===== config.mk =====
export PLATFORM = sky130hd
export DESIGN_NAME = lirq_tracker
export DESIGN_NICKNAME = d
export VERILOG_FILES = /design/src/rtl/lirq_pkg.sv /design/src/rtl/lirq_pending.sv /design/src/rtl/lirq_service.sv /design/src/rtl/lirq_regs.sv /design/src/rtl/lirq_tracker.sv
export SDC_FILE = /design/constraint.sdc
export NUM_CORES = 2
export LEC_CHECK = 0
export ABC_AREA = 0
export BUFFER_PORTS_ARGS = -buffer_cell sky130_fd_sc_hd__buf_2
export CAP_MARGIN = 25
export CORE_MARGIN = 4
export CORE_UTILIZATION = 50
export DETAILED_ROUTE_END_ITERATION = 6
export GPL_ROUTABILITY_DRIVEN = 0
export PLACE_DENSITY = 0.69
export SETUP_SLACK_MARGIN = 0.02
export SLEW_MARGIN = 25
export SYNTH_ARGS = -nofsm -noshare
export SYNTH_HDL_FRONTEND = slang
export SYNTH_SLANG_ARGS = --single-unit

===== constraint.sdc =====
create_clock -name clk -period 3.41 [get_ports clk]
set_input_delay 0.5115 -clock clk [delete_from_list [all_inputs] [get_ports clk]]
set_output_delay 0.5115 -clock clk [all_outputs]
set_load 0.005 [all_outputs]

===== src/rtl/lirq_pkg.sv =====
`timescale 1ns/1ps
package lirq_pkg;

  // Register map (byte offsets); software and the router depend on these.
  localparam int unsigned OFS_EOI    = 32'h0B0;
  localparam int unsigned OFS_SVR    = 32'h0F0;
  localparam int unsigned OFS_ISR    = 32'h100;
  localparam int unsigned ISR_STRIDE = 16;
  localparam int unsigned SVR_EN_BIT = 8;

  typedef enum logic [1:0] {
    SEL_NONE,
    SEL_EOI,
    SEL_SVR,
    SEL_ISR
  } reg_sel_e;

endpackage


===== src/rtl/lirq_pending.sv =====
`timescale 1ns/1ps
module lirq_pending #(
  parameter int unsigned NVEC = 256,
  localparam int unsigned VW = $clog2(NVEC)
) (
  input  logic            clk,
  input  logic            rst_n,
  input  logic            in_valid,
  input  logic [VW-1:0]   in_vec,
  input  logic            take,
  output logic [NVEC-1:0] req_q,
  output logic            take_hit,
  output logic [VW-1:0]   ack_vec_q
);

  function automatic logic [VW-1:0] lowest_idx(input logic [NVEC-1:0] v);
    logic [VW-1:0] r;
    r = '0;
    for (int i = NVEC - 1; i >= 0; i--) begin
      if (v[i]) r = VW'(i);
    end
    return r;
  endfunction

  logic            accept_ok;
  logic [VW-1:0]   take_idx;
  logic [NVEC-1:0] set_mask;
  logic [NVEC-1:0] clr_mask;

  assign accept_ok = in_valid && (in_vec != VW'(NVEC - 1));
  assign take_idx  = lowest_idx(req_q);
  assign take_hit  = take && (req_q != '0);
  assign set_mask  = accept_ok ? (NVEC'(1) << in_vec) : '0;
  assign clr_mask  = take_hit ? (NVEC'(1) << take_idx) : '0;

  always_ff @(posedge clk or negedge rst_n) begin
    if (!rst_n) begin
      req_q     <= '0;
      ack_vec_q <= '0;
    end else begin
      req_q <= (req_q & ~clr_mask) | set_mask;
      if (take) ack_vec_q <= take_hit ? take_idx : '1;
    end
  end

endmodule


===== src/rtl/lirq_service.sv =====
`timescale 1ns/1ps
module lirq_service #(
  parameter int unsigned NVEC = 256,
  localparam int unsigned VW = $clog2(NVEC)
) (
  input  logic            clk,
  input  logic            rst_n,
  input  logic            set_en,
  input  logic [VW-1:0]   set_vec,
  input  logic            eoi_wr,
  output logic [NVEC-1:0] isr_q,
  output logic [VW:0]     lowest1,
  output logic            eoi_fire,
  output logic            eoi_pulse_q,
  output logic [VW-1:0]   eoi_vec_q
);

  function automatic logic [VW-1:0] lowest_idx(input logic [NVEC-1:0] v);
    logic [VW-1:0] r;
    r = '0;
    for (int i = NVEC - 1; i >= 0; i--) begin
      if (v[i]) r = VW'(i);
    end
    return r;
  endfunction

  logic [VW-1:0]   low_idx;
  logic            any_isr;
  logic [NVEC-1:0] set_mask;
  logic [NVEC-1:0] clr_mask;

  assign low_idx  = lowest_idx(isr_q);
  assign any_isr  = (isr_q != '0);
  assign lowest1  = any_isr ? ({1'b0, low_idx} + (VW+1)'(1)) : '0;
  assign eoi_fire = eoi_wr && any_isr;
  assign set_mask = set_en ? (NVEC'(1) << set_vec) : '0;
  assign clr_mask = eoi_fire ? (NVEC'(1) << low_idx) : '0;

  always_ff @(posedge clk or negedge rst_n) begin
    if (!rst_n) begin
      isr_q       <= '0;
      eoi_pulse_q <= 1'b0;
      eoi_vec_q   <= '0;
    end else begin
      isr_q       <= (isr_q & ~clr_mask) | set_mask;
      eoi_pulse_q <= eoi_fire;
      if (eoi_fire) eoi_vec_q <= low_idx;
    end
  end

endmodule


===== src/rtl/lirq_regs.sv =====
`timescale 1ns/1ps
module lirq_regs
  import lirq_pkg::*;
#(
  parameter int unsigned NVEC = 256,
  parameter int unsigned AW   = 12,
  parameter int unsigned DW   = 32,
  localparam int unsigned NWORDS    = NVEC / DW,
  localparam int unsigned WIX       = (NWORDS > 1) ? $clog2(NWORDS) : 1,
  localparam int unsigned STRIDE_LG = $clog2(ISR_STRIDE)
) (
  input  logic            clk,
  input  logic            rst_n,
  input  logic [AW-1:0]   bus_addr,
  input  logic            bus_wen,
  input  logic [DW-1:0]   bus_wdata,
  input  logic [NVEC-1:0] isr_q,
  output logic            en_q,
  output logic            eoi_wr,
  output logic [DW-1:0]   bus_rdata
);

  function automatic reg_sel_e decode(input logic [AW-1:0] a);
    logic [AW-1:0] off;
    off = a - AW'(OFS_ISR);
    if (a == AW'(OFS_EOI)) return SEL_EOI;
    if (a == AW'(OFS_SVR)) return SEL_SVR;
    if ((a >= AW'(OFS_ISR)) && (off < AW'(NWORDS * ISR_STRIDE)) &&
        (off[STRIDE_LG-1:0] == '0)) return SEL_ISR;
    return SEL_NONE;
  endfunction

  reg_sel_e      sel;
  logic [AW-1:0] isr_off;
  logic [WIX-1:0] widx;
  logic [DW-1:0] words [NWORDS];

  assign sel     = decode(bus_addr);
  assign isr_off = bus_addr - AW'(OFS_ISR);
  assign widx    = isr_off[STRIDE_LG +: WIX];
  assign eoi_wr  = bus_wen && (sel == SEL_EOI);

  for (genvar k = 0; k < NWORDS; k++) begin : g_word
    assign words[k] = isr_q[k*DW +: DW];
  end

  wire unused_wdata = ^{bus_wdata[DW-1:SVR_EN_BIT+1], bus_wdata[SVR_EN_BIT-1:0]};

  always_ff @(posedge clk or negedge rst_n) begin
    if (!rst_n) en_q <= 1'b0;
    else if (bus_wen && (sel == SEL_SVR)) en_q <= bus_wdata[SVR_EN_BIT];
  end

  always_comb begin
    unique case (sel)
      SEL_SVR: bus_rdata = DW'(en_q) << SVR_EN_BIT;
      SEL_ISR: bus_rdata = words[widx];
      default: bus_rdata = '0;
    endcase
  end

endmodule


===== src/rtl/lirq_tracker.sv =====
`timescale 1ns/1ps
module lirq_tracker #(
  parameter int unsigned NVEC = 256,
  parameter int unsigned AW   = 12,
  parameter int unsigned DW   = 32,
  localparam int unsigned VW  = $clog2(NVEC)
) (
  input  logic          clk,
  input  logic          rst_n,
  input  logic          vec_valid,
  input  logic [VW-1:0] vec_data,
  output logic          vec_ready,
  output logic          cpu_irq,
  input  logic          cpu_ack,
  output logic [VW-1:0] ack_vector,
  input  logic [AW-1:0] bus_addr,
  input  logic          bus_wen,
  input  logic [DW-1:0] bus_wdata,
  output logic [DW-1:0] bus_rdata,
  output logic [VW:0]   lowest_isr,
  output logic          eoi_pulse,
  output logic [VW-1:0] eoi_vector
);

  // Internal events, named for the bound checker.
  logic [NVEC-1:0] req_q;
  logic [NVEC-1:0] isr_q;
  logic            take_hit;
  logic            en_q;
  logic            eoi_wr;
  logic            eoi_fire;

  assign vec_ready = 1'b1;
  assign cpu_irq   = en_q && (req_q != '0);

  lirq_pending #(.NVEC(NVEC)) u_pending (
    .clk       (clk),
    .rst_n     (rst_n),
    .in_valid  (vec_valid),
    .in_vec    (vec_data),
    .take      (cpu_ack),
    .req_q     (req_q),
    .take_hit  (take_hit),
    .ack_vec_q (ack_vector)
  );

  lirq_service #(.NVEC(NVEC)) u_service (
    .clk         (clk),
    .rst_n       (rst_n),
    .set_en      (take_hit),
    .set_vec     (ack_vector_next()),
    .eoi_wr      (eoi_wr),
    .isr_q       (isr_q),
    .lowest1     (lowest_isr),
    .eoi_fire    (eoi_fire),
    .eoi_pulse_q (eoi_pulse),
    .eoi_vec_q   (eoi_vector)
  );

  lirq_regs #(.NVEC(NVEC), .AW(AW), .DW(DW)) u_regs (
    .clk       (clk),
    .rst_n     (rst_n),
    .bus_addr  (bus_addr),
    .bus_wen   (bus_wen),
    .bus_wdata (bus_wdata),
    .isr_q     (isr_q),
    .en_q      (en_q),
    .eoi_wr    (eoi_wr),
    .bus_rdata (bus_rdata)
  );

  // Lowest pending request: the vector an acknowledge moves this cycle.
  function automatic logic [VW-1:0] ack_vector_next();
    logic [VW-1:0] r;
    r = '0;
    for (int i = NVEC - 1; i >= 0; i--) begin
      if (req_q[i]) r = VW'(i);
    end
    return r;
  endfunction

endmodule


==> metrics.txt, run 1 <==
top-count cell post-synth dfrtp_1; Synth area leaders dfrtp_1, o21ai_0, nand2_1, mux4_2, a22o_1; worst_ep grt lowest_isr[7]; Placed Area 40,800 µm²; Synth Instances 3,471; most instantiated cells after synthesis dfrtp_1, nand2_1, o21ai_0; Total GRT Usage 76.4%; maximum clock path buffer count 3; status did not finish; grt ovf 119; syn_nets between 3,000 and 4,000; dpl hpwl 126,000 µm; Synth cell types 86; num rows 90; Place WS -0.470 ns; DIE HEIGHT 256 µm; Err [ERROR GRT-0232] Routing congestion too high. Check the congestion heatmap in the GUI.; effective utilization at floorplan between 50% and 60%; async set-or-reset flop fraction in the synthesized netlist 100%; IO Pins 117; largest area contributor in the netlist dfrtp_1; Synth Flop Type dfrtp_1; Root Driver clkbuf_16; worst ep type output port; Last stage global routing (5_1_grt); Sink Count 530; Syn Std Cell Area 30,700 µm²; H-tree levels 2; pin count of the biggest net entering global routing 85; register area share after synthesis 43.2%; Syn. warnings 0; port buffer count 84; chip width 256 µm; Yosys reg bits 530; Avg Cell Area, Syn 8.85 µm²; Post-synth EDFFs 0; CTS Buf Count 57; Yosys top cell area share 43.2%
## layer usage
metal / GRT overflow / global-route usage (%)
met2: 55 / 88.4
met1: 2 / 74.4
met3: 2 / 69.9
met4: 60 / 72.8
met5: 0 / 47.8
## cell families after synthesis
| kind of cell | after synthesis | synth area share [%] |
|---|---|---|
| xor gates and xnor gates | 4 | 0.114 |
| buffers and inverters | 256 | 3.19 |
| muxes | 97 | 5.78 |
| and+or+nand+nor | 1516 | 24.5 |
| other | 1 | 0.0122 |
| DFF | 530 | 43.2 |
| adders and majority gates | 4 | 0.163 |
| AOI/OAI and AO/OA | 1063 | 23.0 |
## repair_timing
| action | 4_1_cts |
|---|---|
| gates resized for setup | 587 |
| endpoints found under the setup margin | 515 |
| cloned | 13 |
| pin swaps | 158 |
| endpoints found under the hold margin | 69 |
| hold buffers | 1 |
| buffers inserted | 87 |
## per-stage QoR
step	std cells	hold slack [ns]	setup TNS, ns
2_1_floorplan	3471	0.216	0
3_3_place_gp	5338	0.456	-108.56
3_5_place_dp	5338	0.465	-113.40
4_1_cts	5543	0.0850	-53.11
==> run 2: changes to the inputs <==
--- a/config.mk
+++ b/config.mk
@@ -9,11 +9,10 @@
 export BUFFER_PORTS_ARGS = -buffer_cell sky130_fd_sc_hd__buf_2
 export CAP_MARGIN = 25
 export CORE_MARGIN = 4
-export CORE_UTILIZATION = 50
+export CORE_UTILIZATION = 35
 export DETAILED_ROUTE_END_ITERATION = 6
 export GPL_ROUTABILITY_DRIVEN = 0
-export PLACE_DENSITY = 0.69
-export SETUP_SLACK_MARGIN = 0.02
+export PLACE_DENSITY_LB_ADDON = 0.15
 export SLEW_MARGIN = 25
 export SYNTH_ARGS = -nofsm -noshare
 export SYNTH_HDL_FRONTEND = slang
==> constraint.sdc (replaced) <==
create_clock -name clk -period 4.4 [get_ports clk]
set_input_delay 0.66 -clock clk [delete_from_list [all_inputs] [get_ports clk]]
set_output_delay 0.66 -clock clk [all_outputs]
set_load 0.005 [all_outputs]
==> metrics.txt, run 2 <==
# DRC 9; Synth cell types 86; top-count cell post-synth dfrtp_1; first-pass GRT wire length 243,000 µm; Critical Path Start u_pending.req_q[159]; Iteration-0 DRC Markers 5,678; Root Driver clkbuf_16; most instantiated cells after synthesis dfrtp_1, nand2_1, o21ai_0; final core utilization 43.6%; combinational share of power approximately two fifths; effective utilization at floorplan between 30% and 40%; crit-path cells nor4_1 > o21ai_0 > a2111oi_0 > nand2_1 > a211o_1 > and3_1 > buf_4 > nor2_1 > buf_4 > nand2_1 > or4_1 > a22o_1; layout cells sized above 1 about a fifth; relative slew slack 24.5%; Peak supply drop 0.000519 V; Place WS 0.105 ns; chip width 304 µm; skew final 0.0283 ns; port buffer count 84; Total GRT Usage 36.4%; RR Startpoint u_pending.req_q[159]; H-tree levels 2; WP data required between 4 and 5 ns; syn_nets 3,532; Int Pwr 11,000 µW; Design Area, Final 37,900 µm²; CP max-delay cell a2111oi_0; register area share after synthesis 43.2%; Largest regs u_pending.req_q x256, u_service.isr_q x256; Worst-Skew Late Latency between 0.6 and 0.7 ns; clock share of power around 30%; DRT Pass-1 Iters 7; Final WS setup -0.125 ns; vias between 30,000 and 40,000; die area between 90,000 and 100,000 µm²; WS Path Type flop to flop; Critical Path Start Type flop; pin count of the biggest net entering global routing 104; area growth from synthesis to layout 23.4%; Avg Cell Area, Syn around 8.8 µm²; RSZ-0062 raised after global routing true; CTS Buf Count just over 60; Hold WC Path Type input port to asynchronous set/reset pin; Tightest Pin Transition between 1 and 1.5 ns; FMAX 221 MHz; total power draw 19,400 µW; Vias per Instance between 6 and 7; Syn. warnings 0; Worst-path clk slew 0.06 ns; grt ovf 0; Max-cap violations 0; async set-or-reset flop fraction in the synthesized netlist 100%; num rows roughly 110; CP max FO 6; most frequent cells in the layout dfrtp_1, nand2_1, o21ai_0, buf_4, nor2_1; Post-synth EDFFs 0; status complete, but fails checks; Sw Pwr 8360 µW; IO Pins 117; Yosys top cell area share 43.2%; CP peak stage delay 0.75 ns; Yosys reg bits 530; Synth Flop Type dfrtp_1; most common cell after layout, fill and taps aside dfrtp_1; DIE HEIGHT 304 µm; Sink Count 530; final hold viol count 0; final worst path period share 103%; Leak Pwr around 0.017 µW; routed wire length 174,000 µm; maximum clock path buffer count 3; pwr/cell area ~510 nW/µm²; DR WL/cell 34.4 µm; core area 86,900 µm²; Worst Setup End Kind flop; largest area contributor in the netlist dfrtp_1; Non-Filler Instances 5,056; vias in the first global route 31,831; Post-Place Cells a little under 5,000; Final Slew Violations 0; Synth area leaders dfrtp_1, o21ai_0, nand2_1, mux4_2, a22o_1; Synth Instances 3,471; CTS tree yes; sw frac 43.1%; Placed Area 35,100 µm²; minimum clock period 4.52 ns; Worst Path Arrival 5.08 ns; final setup vio count 3; part of the power in registers 30.0%; failing checks DRC, setup timing; final net count 3,909; dpl hpwl 131,000 µm; DRT antenna net count 0; initial antenna violation count 12; Syn Std Cell Area ~31,000 µm²
## run 2: cell counts after synthesis
Identical to the previous run, type by type.
## run 2: final timing paths
check	cells after the start	slack (ns)	to
min in group clk	2	0.23	u_regs.en_q
worst max-delay path	12	-0.12	u_pending.req_q[82]
worst min register to register	2	0.47	u_service.eoi_vec_q[3]
max in group asynchronous	2	3.22	u_pending.req_q[221]
worst min-delay path	1	0.05	u_service.isr_q[85]
worst max register to register	12	-0.12	u_pending.req_q[82]
## run 2: cells by family after synthesis
family | share of synthesized area [%]
AND/OR/NAND/NOR | 24.5
multiplexers | 5.78
buffers and inverters | 3.19
adder cells (fa/ha/maj) | 0.163
AO/OA/AOI/OAI | 23.0
XOR/XNOR | 0.114
other | 0.0122
flip-flops | 43.2
## run 2: final cells by class
type,count,area (µm²)
fill,8664,49000
sequential,530,13300
inverter,113,424
tap,1155,1450
timing repair buffer,457,3480
antenna,3,7.51
clock buffer,79,1730
multi-input combinational,2685,17000
clock inverter,34,499
## run 2: timing repair
action / CTS / global route
setup buffers: 3 / 18
setup endpoints to repair: 8 / 67
gates resized for setup: 40 / 58
hold buffers: 0 / 0
pin swaps: 3 / 15
## run 2: layer usage
metal | global-route usage [%] | routed length, µm | up-vias
li1 | - | - | 14021
met1 | 48.3 | 66600 | 16469
met2 | 50.6 | 68900 | 2728
met3 | 12.9 | 24500 | 653
met4 | 21.9 | 13900 | 8
met5 | 0.0517 | 48 | -
## run 2: metrics by stage
stage / TNS, ns / hold slack, ns
6_report: -0.225 / 0.0459
3_3_place_gp: 0 / 0.455
5_1_grt: -0.132 / 0.124
3_5_place_dp: 0 / 0.461
4_1_cts: -0.0105 / 0.0910
2_1_floorplan: 0 / 0.364
## run 2: worst max-delay path, delay by kind of cell, from the launching register on
family                 cells  cell delay, ns
DFF                        1            0.43
AOI/OAI and AO/OA          4            1.62
and+or+nand+nor            6            1.94
buffers and inverters      2            0.40
## run 2: power by group through the flow
stage          Clock, µW  Sequential (µW)  Combinational (µW)
3_5_place_dp           0             5840                7360
6_report            5780             5820                7810
5_1_grt             6010             5840                7870
4_1_cts             5810             5760                7390
2_1_floorplan          0             5640                3300
3_3_place_gp           0             5840                7340
(Power assumes the default switching activity.)
